===== src/rtl/fpu_status_pkg.sv =====
`timescale 1ns/1ps
package fpu_status_pkg;
  localparam int REG_W     = 32;
  localparam int EXC_N     = 5;
  localparam int RM_LSB    = 0;
  localparam int RM_W      = 2;
  localparam int FLAG_LSB  = 2;
  localparam int EN_LSB    = FLAG_LSB + EXC_N;
  localparam int CAUSE_LSB = EN_LSB + EXC_N;
  localparam int DN_BIT    = 18;
  localparam int PREC_BIT  = 19;
  localparam int BANK_BIT  = 21;
  localparam int CAUSE_TO_FLAG = CAUSE_LSB - FLAG_LSB;

  // exception bit order inside each 5-bit field
  localparam int EXC_INEXACT   = 0;
  localparam int EXC_UNDERFLOW = 1;
  localparam int EXC_OVERFLOW  = 2;
  localparam int EXC_DIVZERO   = 3;
  localparam int EXC_INVALID   = 4;

  localparam logic [RM_W-1:0] RM_TO_ZERO = 2'b01;

  typedef struct packed {
    logic applyWrite;
    logic applyOp;
    logic forceInexact;
  } fsc_strobe_t;

  function automatic logic [REG_W-1:0] writableMask();
    logic [REG_W-1:0] m;
    m = '0;
    for (int i = 0; i < RM_W; i++)  m[RM_LSB + i]    = 1'b1;
    for (int i = 0; i < EXC_N; i++) begin
      m[FLAG_LSB + i]  = 1'b1;
      m[EN_LSB + i]    = 1'b1;
      m[CAUSE_LSB + i] = 1'b1;
    end
    m[DN_BIT]   = 1'b1;
    m[PREC_BIT] = 1'b1;
    m[BANK_BIT] = 1'b1;
    return m;
  endfunction
endpackage


===== src/rtl/fpu_status_ctrl.sv =====
`timescale 1ns/1ps
module fpu_status_ctrl
  import fpu_status_pkg::*;
(
  input  logic             clk,
  input  logic             rstN,
  input  logic             wrEn,
  input  logic             opDone,
  input  logic             opIsRsqrt,
  input  logic [EXC_N-1:0] opFlags,
  input  logic             excHit,
  output fsc_strobe_t      strobe,
  output logic             trapReq
);
  logic noFlags;

  assign noFlags = (opFlags == '0);

  always_comb begin
    strobe              = '0;
    strobe.applyWrite   = wrEn;
    strobe.applyOp      = opDone;
    strobe.forceInexact = opDone & opIsRsqrt & noFlags;
  end

  // trap pulse registered alongside the status word
  always_ff @(posedge clk) begin
    if (!rstN) trapReq <= 1'b0;
    else       trapReq <= strobe.applyOp & excHit;
  end
endmodule


===== src/rtl/fpu_status_dp.sv =====
`timescale 1ns/1ps
module fpu_status_dp
  import fpu_status_pkg::*;
#(
  parameter logic [REG_W-1:0] RESET_VAL = 32'h0004_0001
) (
  input  logic             clk,
  input  logic             rstN,
  input  fsc_strobe_t      strobe,
  input  logic [REG_W-1:0] wrData,
  input  logic [REG_W-1:0] wrMask,
  input  logic [EXC_N-1:0] opFlags,
  output logic [REG_W-1:0] statusQ,
  output logic             excHit
);
  localparam logic [REG_W-1:0] WMASK = writableMask();

  logic [REG_W-1:0] merged;
  logic [REG_W-1:0] statusD;
  logic [REG_W-1:0] causeWord;
  logic [REG_W-1:0] causeShifted;
  logic [EXC_N-1:0] effFlags;
  logic [EXC_N-1:0] enables;

  // step 1: apply the masked write
  always_comb begin
    if (strobe.applyWrite)
      merged = ((statusQ & ~wrMask) | (wrData & wrMask)) & WMASK;
    else
      merged = statusQ;
  end

  // step 2: effective flags with forced inexact
  always_comb begin
    effFlags = opFlags;
    if (strobe.forceInexact) effFlags[EXC_INEXACT] = 1'b1;
  end

  assign enables = merged[EN_LSB +: EXC_N];

  // step 3: rebuild cause, fold into sticky by fixed shift
  always_comb begin
    causeWord = '0;
    causeWord[CAUSE_LSB +: EXC_N] = effFlags;
    causeShifted = causeWord >> CAUSE_TO_FLAG;
    statusD = merged;
    if (strobe.applyOp) begin
      statusD[CAUSE_LSB +: EXC_N] = effFlags;
      statusD[FLAG_LSB +: EXC_N]  = merged[FLAG_LSB +: EXC_N]
                                  | causeShifted[FLAG_LSB +: EXC_N];
    end
  end

  assign excHit = strobe.applyOp & (|(effFlags & enables));

  always_ff @(posedge clk) begin
    if (!rstN) statusQ <= RESET_VAL & WMASK;
    else       statusQ <= statusD;
  end
endmodule


===== src/rtl/fpu_status_ctl.sv =====
`timescale 1ns/1ps
module fpu_status_ctl
  import fpu_status_pkg::*;
#(
  parameter int               TRAP_VEC_W = 12,
  parameter logic [TRAP_VEC_W-1:0] TRAP_VEC = 12'h120,
  parameter logic [31:0]      RESET_VAL  = 32'h0004_0001
) (
  input  logic                  clk,
  input  logic                  rstN,
  input  logic                  wrEn,
  input  logic [31:0]           wrData,
  input  logic [31:0]           wrMask,
  input  logic                  opDone,
  input  logic                  opIsRsqrt,
  input  logic [4:0]            opFlags,
  output logic [31:0]           rdData,
  output logic                  roundToZero,
  output logic                  flushDenorm,
  output logic                  dblPrec,
  output logic                  bankSel,
  output logic                  trapReq,
  output logic [TRAP_VEC_W-1:0] trapVec
);
  fsc_strobe_t      strobe;
  logic             excHit;
  logic [REG_W-1:0] statusQ;

  fpu_status_ctrl u_ctrl (
    .clk       (clk),
    .rstN      (rstN),
    .wrEn      (wrEn),
    .opDone    (opDone),
    .opIsRsqrt (opIsRsqrt),
    .opFlags   (opFlags),
    .excHit    (excHit),
    .strobe    (strobe),
    .trapReq   (trapReq)
  );

  fpu_status_dp #(.RESET_VAL(RESET_VAL)) u_dp (
    .clk     (clk),
    .rstN    (rstN),
    .strobe  (strobe),
    .wrData  (wrData),
    .wrMask  (wrMask),
    .opFlags (opFlags),
    .statusQ (statusQ),
    .excHit  (excHit)
  );

  assign rdData      = statusQ;
  assign roundToZero = (statusQ[RM_LSB +: RM_W] == RM_TO_ZERO);
  assign flushDenorm = statusQ[DN_BIT];
  assign dblPrec     = statusQ[PREC_BIT];
  assign bankSel     = statusQ[BANK_BIT];
  assign trapVec     = trapReq ? TRAP_VEC : '0;
endmodule


===== config.mk =====
export PLATFORM = sky130hd
export DESIGN_NAME = fpu_status_ctl
export DESIGN_NICKNAME = d
export VERILOG_FILES = /design/src/rtl/fpu_status_pkg.sv /design/src/rtl/fpu_status_ctrl.sv /design/src/rtl/fpu_status_dp.sv /design/src/rtl/fpu_status_ctl.sv
export SDC_FILE = /design/constraint.sdc
export NUM_CORES = 1
export LEC_CHECK = 0
export CAP_MARGIN = 20
export CORE_MARGIN = 2
export CORE_UTILIZATION = 28
export DETAILED_ROUTE_END_ITERATION = 12
export PLACE_DENSITY_LB_ADDON = 0.12
export SYNTH_ARGS = -nofsm -noshare
export SYNTH_HDL_FRONTEND = slang
export SYNTH_SLANG_ARGS = --single-unit
export TNS_END_PERCENT = 50

===== constraint.sdc =====
create_clock -name clk -period 1.4 [get_ports clk]
set_input_delay 0.14 -clock clk [delete_from_list [all_inputs] [get_ports clk]]
set_output_delay 0.14 -clock clk [all_outputs]
set_load 0.02 [all_outputs]

### After elaboration in Yosys (flattened, before gate mapping)

Cells that the tools add are included.

| word-level totals | value |
|---|---|
| bits in registers | 21 |
| latch bits | 0 |
| bits in writable memories | 0 |
| memory bits (read-only) | 0 |
| output and inout bits | 49 |
| logic and storage cells | 23 |
| memories kept | 0 |

| cells by class | value |
|---|---|
| add/sub/neg operators | 0 |
| multipliers | 0 |
| div/mod/pow operators | 0 |
| magnitude comparators | 0 |
| eq/ne operators | 1 |
| shift operators | 0 |
| muxes and demuxes | 5 |
| bitwise gates (word level) | 10 |
| reduce and logical (&&, ||, !) cells | 3 |

Operators by type and width:

| cell | number |
|---|---|
| AND 22 bit | 2 |
| inverter 22 bit | 1 |
| OR 22 bit | 1 |
| two-way mux 17 bit | 1 |
| two-way mux 5 bit | 2 |
| two-way mux 9 bit | 1 |
| AND 5 bit | 1 |
| logical NOT 5 bit | 1 |
| OR 5 bit | 1 |
| OR reduction 5 bit | 1 |
| AND 1 bit | 4 |
| == test 2 x 1 -> 1 bit, second input constant | 1 |
| nonzero test 2 bit | 1 |
| two-way mux 1 bit | 1 |

### Depth between registers and ports, before layout

| depth | value |
|---|---|
| word-level depth | 8 |
| mapped depth | 6 |

### Modules after synthesis

From an unflattened synthesis, not the netlist that was laid out.

| unflattened totals | value |
|---|---|
| cell total of the unflattened synthesis | 146 |
| area, all modules | 1224.9 um^2 |

By module, submodules not included:

| module | instances | cells each | area each (um^2) | sequential area each (um^2) |
|---|---|---|---|---|
| fpu_status_dp | 1 | 122 | 1032.2 | 400.4 |
| fpu_status_ctl | 1 | 17 | 130.1 | 0.0 |
| fpu_status_ctrl | 1 | 7 | 62.6 | 20.0 |

### Worst setup path before layout

Ideal clock, no wire load.

| timing | value |
|---|---|
| path kind | register to register |
| start point | register u_dp.statusQ[10] |
| end point | register u_ctrl.trapReq |
| library setup time | 0.122 ns |
| data arrival time | 1.169 ns |
| data required time | 1.278 ns |
| slack | 0.109 ns |
| stages on the path, launching flop included | 4 |
| clock period less this slack | 1.291 ns |
| cell sequence | dfxtp_1 > mux2_4 > a22o_1 > o311a_1 |

| on the way | value |
|---|---|
| longest elaborated chain between the ends | 7 |

Ends and longest elaborated chain:

| element | line | source |
|---|---|---|
| from (decl) | fpu_status_dp.sv:13 | `output logic [REG_W-1:0] statusQ,` |
| from (signal assigned) | fpu_status_dp.sv:57 | `if (!rstN) statusQ <= RESET_VAL & WMASK;` |
| from (signal assigned) | fpu_status_dp.sv:58 | `else statusQ <= statusD;` |
| AND 22 bit | fpu_status_dp.sv:28 | `merged = ((statusQ & ~wrMask) \| (wrData & wrMask)) & WMASK;` |
| OR 22 bit | fpu_status_dp.sv:28 |  |
| two-way mux 17 bit (*) | fpu_status_dp.sv:27 | `if (strobe.applyWrite)` |
| AND 5 bit (*) | fpu_status_dp.sv:54 | `assign excHit = strobe.applyOp & (\|(effFlags & enables));` |
| OR reduction 5 bit (*) | fpu_status_dp.sv:54 |  |
| AND 1 bit (*) | fpu_status_dp.sv:54 |  |
| AND 1 bit (*) | fpu_status_ctrl.sv:29 | `else trapReq <= strobe.applyOp & excHit;` |
| to (signal assigned) | fpu_status_ctrl.sv:29 |  |
| to (decl) | fpu_status_ctrl.sv:13 | `output logic trapReq` |

Every way passes the cells marked *; elsewhere a longest branch is shown, timed or not. The select of a mux whose other input is x is not followed.
A chain may end at the register's enable or synchronous reset.

### Worst setup path after layout

| timing | value |
|---|---|
| start point | input port wrMask[9] |
| end point | register u_ctrl.trapReq |

| on the way | value |
|---|---|
| longest elaborated chain between the ends | 8 |
| elaborated cells on any way between the ends | 9 |
| those cells by class | mux: 1; bitwise: 7; reduce/logical: 1 |

Ends and longest elaborated chain:

| element | line | source |
|---|---|---|
| from (decl) | fpu_status_ctl.sv:13 | `input logic [31:0] wrMask,` |
| inverter 22 bit | fpu_status_dp.sv:28 |  |
| AND 22 bit | fpu_status_dp.sv:28 |  |
| OR 22 bit (*) | fpu_status_dp.sv:28 |  |
| two-way mux 17 bit (*) | fpu_status_dp.sv:27 |  |
| AND 5 bit (*) | fpu_status_dp.sv:54 |  |
| OR reduction 5 bit (*) | fpu_status_dp.sv:54 |  |
| AND 1 bit (*) | fpu_status_dp.sv:54 |  |
| AND 1 bit (*) | fpu_status_ctrl.sv:29 |  |

Marked as above.

==> impl_metrics.toml <==
[outcome]
status = "completed"

[placement]
hpwlAfterDp_um = 2540
port_buffers = 76
preCtsSetupSlack_ps = -422
gp_congestion = 0.718

[routing]
routed_wl_um = 3150
vias = 1121
wl_per_cell_um = 11.9
antenna_left = 0
vias_per_cell = 4.25
firstDrtPassIters = 3
drc = 0
drtIter0Drc = 21

[clocking]
htreeDepth = 1
worstSkewPairLatency_ps = 260
numCtsBuffers = 3
ctsHoldBuffers = 0
clk_path_buf_depth = 2
cts_root_buf = "clkbuf_8"
cts_tree = "done"
clock-sinks = 21
clk_pin_slew_ps = 80

[sta]
hold_viol_final = 0
setup_viol = 0
slew_violations = 0
rsz0062_at_grt = "no"
whs_ps = 377
clock_skew_ps = 2.62
max_freq_mhz = 725
timing.final.ws_setup_ps = 19.8
final.min_clock_period_ps = 1380
finalCritPeriodShare = 0.986

[logic_synthesis]
ys_types = 28
mappedNetlistArea_um2 = 1150
synth_edf_count = 0
yosys.area.top_type = "dfxtp_1"
synth-seq-cells = 21
yosysWarnings = 0
synthFlopType = "dfxtp_1"
ys_seq_area_frac = 0.364
syn_area_per_cell_um2 = 8.48
synth_compound_area_frac = 0.117
synthXorXnorAreaFrac = 0
async_flop_share = 0
synth_top_family_by_area = "buffers and inverters"
synth_top_area_share = 0.364
synth.mux.area_fraction = 0.124
synth_area_leaders = "dfxtp_1, buf_4, nand2_1"
synthCells = 136
synth-simple-area-share = 0.189
synthAdderAreaFrac = 0

[critical_path]
startpoint_type = "input pin"
worstReg2RegEnd = "u_ctrl.trapReq"
reg2reg_slack_ps = 140
worstPathArrival_ps = 1530
worst-path-max-fanout = 2
timing.rr.start = "u_dp.statusQ[10]"
crit_type = "in2reg"
critPathCaptureType = "register"
crit_required_ps = 1550
rr_worst_depth = 3
startpoint = "wrMask[9]"

[floorplan]
start_util = 0.290
rows = 23
die_h_um = 68.2
io_pins = 123
core-area_um2 = 3970
die_area_um2 = 4650
die_x_um = 68.2

[pwr]
p_clk_frac = 0.260
p_seq_frac = 0.422
power.share.combinational = 0.318
ir_worst_vdd_mv = 0.459
p_per_area_nw_per_um2 = 784
p_switching_mw = 0.453
switching_share = 0.292
power.total_mw = 1.55
intPower_mw = 1.10
p_leak_nw = 1.08

[flow_run]
maxCapViolations = 0

[cells_and_area]
diodes = 0
fillCellCount = 398
multiInputGateArea_um2 = 578
seqCellArea_um2 = 420
syn_to_final_growth_pct = 71.6
drive_gt1_frac = 0.0841
final_nets = 289

[grt]
grt_pass1_vias = 1023
grt_start_max_net_pins = 24
overflow = 0
grt_pass1_wl_um = 4490
antenna_found_initial = 0
track_usage = 0.130

[worst_hold_path]
hold_class = "in2reg"
min-delay-start = "wrMask[10]"
holdPathStages = 4
whs_endpoint = "u_dp.statusQ[10]"
[cell families (layout without fill, tap and decap cells)]
| family | count (synthesis) | in the layout |
|---|---|---|
| compound gates | 20 | 20 |
| buf+inv | 33 | 90 |
| simple gates | 48 | 48 |
| other cells | 1 | 22 |
| flops | 21 | 21 |
| mux | 13 | 13 |
[critical path, cell delays in order]
cell and delay [ps]:
clkdlybuf4s50_1 470, nand2_1 60, mux2_1 330, a22o_1 190, o311a_1 340
[layer usage]
| layer | track usage | wire length [µm] | vias to the layer above |
|---|---|---|---|
| li1 | - | - | 562 |
| met1 | 0.149 | 1220 | 498 |
| met2 | 0.232 | 1610 | 59 |
| met3 | 0.0395 | 302 | 2 |
| met4 | 0.0375 | 19 | 0 |
| met5 | 0 | 0 | - |
[layout make-up]
class | instances | share of cell area
Multi-Input combinational cell | 103 | 0.292
Clock buffer | 3 | 0.0209
Timing Repair Buffer | 85 | 0.439
Clock inverter | 1 | 0.00253
Inverter | 1 | 0.00190
Sequential cell | 21 | 0.212
Tap cell | 50 | 0.0316
[worst max path at each step]
| stage | cells past startpoint | to |
|---|---|---|
| final | 5 | u_ctrl.trapReq |
| after global routing | 1 | rdData[8] |
| after CTS | 5 | u_ctrl.trapReq |
| after detailed placement | 5 | u_ctrl.trapReq |
| after global placement | 6 | u_ctrl.trapReq |
| after floorplan | 3 | u_ctrl.trapReq |
[Yosys cell counts (all sizes together), types with 2 or more instances]
library cell  count
nor2              5
nand3             7
a21boi            2
a21oi             9
o21a              3
a311oi            2
mux2              4
dfxtp            21
buf              31
and2              4
mux2i             9
nand2            27
nor2b             2
a22o              2
[per-stage QoR]
stage | utilization | area (µm²) | std cells | setup TNS [ps]
after floorplan | - | 1230 | 157 | 0
after global placement | 0.477 | 1890 | 260 | -2140
after detailed placement | 0.477 | 1890 | 260 | -2440
after CTS | 0.488 | 1940 | 264 | 0
after global routing | 0.498 | 1980 | 264 | 0
final | 0.498 | 1980 | 264 | 0
[layout by cell type, fill, tap and decap left out, drive strengths merged]
cell type	count
mux2	4
clkinv	1
nand2b	1
buf	9
o21a	3
a21oi	9
nand2	27
nor2b	2
a21boi	2
a211oi	1
dlymetal6s2s	17
clkdlybuf4s50	57
clkbuf	3
conb	22
nor2	5
nor4b	1
nor3	1
o311a	1
dfxtp	21
inv	1
mux2i	9
and2	4
a22o	2
dlygate4sd2	2
nand3	7
a311oi	2
[timing repair]
item | in CTS | in global routing
resized for setup | 2 | 17
endpoints found under the setup margin | 2 | 17
setup buffers | 0 | 0
[power by group through the flow]
stage | Clock, mW | Combinational, mW | Sequential (mW)
5_1_grt | 0.451 | 0.530 | 0.661
3_5_place_dp | 0 | 0.505 | 0.671
6_report | 0.403 | 0.493 | 0.655
4_1_cts | 0.422 | 0.504 | 0.657
2_1_floorplan | 0 | 0.239 | 0.715
3_3_place_gp | 0 | 0.502 | 0.670
No activity file was read; power rests on OpenSTA's default activity.
